$ cat src/rtl/page_xlate.sv
module page_xlate #(
  parameter int PAGE_W  = 3,
  parameter int LINE_W  = 10,
  parameter int BLOCK_W = 2,
  parameter int ENTRIES = 4
) (
  input  logic                       clk,
  input  logic                       rst_n,
  input  logic                       req_valid,
  input  logic [PAGE_W+LINE_W-1:0]   req_vaddr,
  output logic                       rsp_valid,
  output logic [BLOCK_W+LINE_W-1:0]  rsp_paddr,
  output logic                       rsp_fault,
  input  logic                       ld_en,
  input  logic [$clog2(ENTRIES)-1:0] ld_idx,
  input  logic [PAGE_W-1:0]          ld_page,
  input  logic [BLOCK_W-1:0]         ld_block,
  output logic                       ld_dup_err
);
  localparam int VA_W  = PAGE_W + LINE_W;
  localparam int IDX_W = $clog2(ENTRIES);

  logic [PAGE_W-1:0]  pg_q  [ENTRIES];
  logic [BLOCK_W-1:0] blk_q [ENTRIES];
  logic [ENTRIES-1:0] vld_q;
  logic [ENTRIES-1:0] hit_vec;
  logic [ENTRIES-1:0] clash_vec;
  logic [BLOCK_W-1:0] hit_blk;

  wire [PAGE_W-1:0] req_page = req_vaddr[VA_W-1:LINE_W];
  wire [LINE_W-1:0] req_line = req_vaddr[LINE_W-1:0];
  wire              hit      = |hit_vec;
  wire              ld_ok    = ld_en && !(|clash_vec);

  for (genvar e = 0; e < ENTRIES; e++) begin : g_cmp
    assign hit_vec[e]   = vld_q[e] && (pg_q[e] == req_page);
    assign clash_vec[e] = vld_q[e] && (pg_q[e] == ld_page) && (IDX_W'(e) != ld_idx);
  end

  always_comb begin
    hit_blk = '0;
    for (int e = ENTRIES - 1; e >= 0; e--)
      if (hit_vec[e]) hit_blk = blk_q[e];
  end

  always_ff @(posedge clk or negedge rst_n) begin
    if (!rst_n) begin
      vld_q <= '0;
      for (int e = 0; e < ENTRIES; e++) begin
        pg_q[e]  <= '0;
        blk_q[e] <= '0;
      end
    end else if (ld_ok) begin
      vld_q[ld_idx] <= 1'b1;
      pg_q[ld_idx]  <= ld_page;
      blk_q[ld_idx] <= ld_block;
    end
  end

  always_ff @(posedge clk or negedge rst_n) begin
    if (!rst_n) begin
      rsp_valid  <= 1'b0;
      rsp_paddr  <= '0;
      rsp_fault  <= 1'b0;
      ld_dup_err <= 1'b0;
    end else begin
      rsp_valid  <= req_valid;
      ld_dup_err <= ld_en && !ld_ok;
      if (req_valid) begin
        rsp_fault <= !hit;
        rsp_paddr <= {hit ? hit_blk : {BLOCK_W{1'b0}}, req_line};
      end
    end
  end

  AST_RSP_AFTER_REQ: assert property (@(posedge clk) disable iff (!rst_n)
    req_valid |=> rsp_valid);
  AST_NO_SPURIOUS_RSP: assert property (@(posedge clk) disable iff (!rst_n)
    !req_valid |=> !rsp_valid);
  AST_LINE_PASS: assert property (@(posedge clk) disable iff (!rst_n)
    req_valid |=> rsp_paddr[LINE_W-1:0] == $past(req_line));
  AST_FAULT_ZERO_BLOCK: assert property (@(posedge clk) disable iff (!rst_n)
    rsp_valid && rsp_fault |-> rsp_paddr[BLOCK_W+LINE_W-1:LINE_W] == '0);
  AST_FAULT_HOLD: assert property (@(posedge clk) disable iff (!rst_n)
    !req_valid |=> $stable(rsp_fault) && $stable(rsp_paddr));
  AST_DUP_NEEDS_LOAD: assert property (@(posedge clk) disable iff (!rst_n)
    ld_dup_err |-> $past(ld_en));
  AST_UNIQUE_MATCH: assert property (@(posedge clk) disable iff (!rst_n)
    $countones(hit_vec) <= 1);
endmodule

$ cat config.mk
export PLATFORM = sky130hd
export DESIGN_NAME = page_xlate
export DESIGN_NICKNAME = d
export VERILOG_FILES = /design/src/rtl/page_xlate.sv
export SDC_FILE = /design/constraint.sdc
export NUM_CORES = 1
export LEC_CHECK = 0
export BUFFER_PORTS_ARGS = -buffer_cell sky130_fd_sc_hd__buf_2
export CAP_MARGIN = 20
export CORE_MARGIN = 2
export CORE_UTILIZATION = 35
export DETAILED_ROUTE_END_ITERATION = 8
export PLACE_DENSITY = 0.56
export SYNTH_ARGS = -nofsm -noshare
export SYNTH_HDL_FRONTEND = slang
export SYNTH_SLANG_ARGS = --single-unit
$ cat constraint.sdc
create_clock -name clk -period 3.83 [get_ports clk]
set_clock_uncertainty 0.15 [all_clocks]
set_input_delay 0.383 -clock clk [delete_from_list [all_inputs] [get_ports clk]]
set_output_delay 0.383 -clock clk [all_outputs]
set_load 0.1 [all_outputs]
==> flow_metrics.tcl <==
set metrics [dict create \
    outcome "finished clean" \
    wl_microns 3690 \
    finalCritPeriodShare 0.524 \
    root_buffer "clkbuf_8" \
    synthCells 144 \
    rsz0062_at_grt "false" \
    core_area_sq_um 5110 \
    end_kind "register" \
    clkTransAtPathRegs_ns 0.08 \
    htree_levels 2 \
    cap_violations 0 \
    synth-main-ff-cell "dfrtp_1" \
    ys_top_cells_by_count "39 x dfrtp_1, 29 x mux2_2, 12 x xnor2_1, 12 x xor2_1, 6 x nor2_1" \
    yosysTopAreaCell "dfrtp_1" \
    maxSlewViolCount 0 \
    postCtsSetupRepairBufs 0 \
    met3_length_microns 58 \
    place_area_sq_um 2100 \
    place.gp.congestion 0.837 \
    synth_edf_count 0 \
    clock_path_buffers 2 \
    viasPerCell 4.79 \
    pin_count 39 \
    async_flop_share 1.00 \
    setup_tns_ns 0 \
    finalInstanceArea_sq_um 2210 \
    antenna_cells 0 \
    cp_max_fo 6 \
    multi_input_area_sq_um 832 \
    drt-wirelength-per-cell_microns 14.7 \
    maxSlewHeadroom 0.431 \
    hold_viol_final 0 \
    syn_area_sq_um 1860 \
    critical_path_class "reg2reg" \
    fin_nets 205 \
    num_vias 1206 \
    grt_pass1_wl_microns 6230 \
    slowest_delay_ns 0.42 \
    yosysWarnings 0 \
    timing.rr.start "pg_q[8]" \
    finalCriticalPeriod_ns 2.01 \
    drc 0 \
    dieArea_sq_um 5920 \
    clock_latency_ns 0.28 \
    setup_viol 0 \
    drive_above_1_share 0.451 \
    holdBufCountCts 0 \
    synth_nets 168 \
    yosys.area.top_type_share 0.525 \
    grt_max_degree 40 \
    critPathLaunchType "register" \
    hold_class "in2async" \
    synth_area_per_cell_sq_um 12.9 \
    ys_types 26 \
    crit_arrival_ns 2.02 \
    hpwl_microns 2720 \
    post_cts_resized 0 \
    fp-row-count 26 \
    path_buf_inv 0 \
    numPortBuffers 38 \
    worstMarginPinSlew_ns 0.853 \
    crit_chain "xor2_1, nor4_1, a22oi_2, nand4_2, mux2_2" \
    ys_seq_elements 39 \
    cts_sinks 39 \
    register_area_sq_um 976 \
    drt-initial-drc-count 26 \
    wl_met2_microns 1950 \
    p_per_area_nw_per_um2 778 \
    die_w_microns 76.9 \
    synth_area_leaders "dfrtp_1 52%, mux2_2 18%, xnor2_1 5.6%" \
    synth_most_common_cell "dfrtp_1" \
    n_fill_cell 494 \
    drtPass1Iterations 4 \
    cp_top_family "simple AND/OR/NAND/NOR gates" \
    drtAntennaViolNets 0 \
    area_growth_pct 19.0 \
    vdd_drop_max_v 0.000330 \
    yosysSeqAreaShare 0.525 \
    startpoint "pg_q[8]" \
    top_layer "met4" \
    overflow 0 \
    critPathRequiredTime_ns 3.84 \
    antenna_found_initial 0 \
    cts_buffers 5 \
    cts_tree "done" \
    die_h_microns 76.9 \
    grt_usage 0.134 \
    start_util 0.364 \
    max_freq_ghz 0.498 \
    met1_length_microns 1630 \
    crit_slowest_cell "dfrtp_1" \
    total_leakage_power_nw 0.954 \
    first_global_vias 1273 \
]
registers in the layout, summed over array words and instances, names as in the netlist:
register / flops
rsp_paddr: 12
pg_q: 12
ld_dup_err: 1
rsp_fault: 1
blk_q: 8
rsp_valid: 1
vld_q: 4
path summary, 6_finish.rpt:
path / to / slack, ns / cells past startpoint
worst max-delay path: pg_q[9] / 1.82 / 5
worst min-delay path: pg_q[4] / 0.05 / 1
worst max register to register: pg_q[9] / 1.82 / 5
worst min register to register: blk_q[3] / 0.35 / 1
max in group asynchronous: blk_q[2] / 2.94 / 1
min in group clk: rsp_paddr[6] / 0.17 / 2
layout make-up:
class                      instances  share of cell area
clock buffer                       6              0.0373
clock inverter                     2              0.0158
inverter                           3             0.00508
multi-input combinational         94               0.376
sequential                        39               0.441
tap                               70              0.0395
timing repair buffer              38              0.0859
cells in the final DEF, fill, tap and decap left out, drive strengths merged:
cell type	n
nand4	6
clkbuf	6
and3	1
xnor2	12
a31oi	2
bufinv	1
xor2	12
mux2	30
clkinv	1
a2111oi	1
inv	3
a211o	2
dfrtp	39
and4	2
buf	38
nor2	6
nand2	2
nand3	3
o21a	2
a21boi	1
nor4	3
nor2b	2
a22oi	2
nand2b	4
o21ai	1
logic make-up after synthesis:
family / Yosys count / synth area share
XOR/XNOR: 24 / 0.113
AND/OR/NAND/NOR: 29 / 0.100
buffers and inverters: 11 / 0.0282
AO/OA/AOI/OAI: 11 / 0.0524
multiplexers: 30 / 0.182
flip-flops: 39 / 0.525
report_power, final:
| part | switching (mW) | total (mW) | internal [mW] | leakage (nW) |
|---|---|---|---|---|
| sequential | 0.108 | 0.661 | 0.554 | 0.451 |
| combinational | 0.448 | 0.712 | 0.264 | 0.441 |
| clock | 0.139 | 0.350 | 0.211 | 0.0612 |
worst reg2reg max path, delay by kind of cell (launching register included):
kind / cells / cell delay (ns)
and+or+nand+nor: 2 / 0.60
DFF: 1 / 0.42
muxes: 1 / 0.36
AOI/OAI and AO/OA: 1 / 0.21
xor gates and xnor gates: 1 / 0.15
layer usage:
layer  vias up  track usage
met2         8        0.234
li1        573            -
met5         -            0
met3         4       0.0329
met1       621        0.158
met4         0       0.0491
stage by stage:
| stage | hold slack [ns] | util | total power [mW] | cells | setup slack (ns) |
|---|---|---|---|---|---|
| 2_1_floorplan | -0.0626 | - | 1.25 | 144 | 1.84 |
| 3_3_place_gp | 0.326 | 0.411 | 1.37 | 244 | 1.65 |
| 3_5_place_dp | 0.333 | 0.411 | 1.38 | 244 | 1.66 |
| 4_1_cts | 0.0829 | 0.434 | 1.75 | 252 | 1.81 |
| 5_1_grt | 0.116 | 0.434 | 1.83 | 252 | 1.72 |
| 6_report | 0.0494 | 0.434 | 1.72 | 252 | 1.82 |
(Power assumes the default switching activity.)
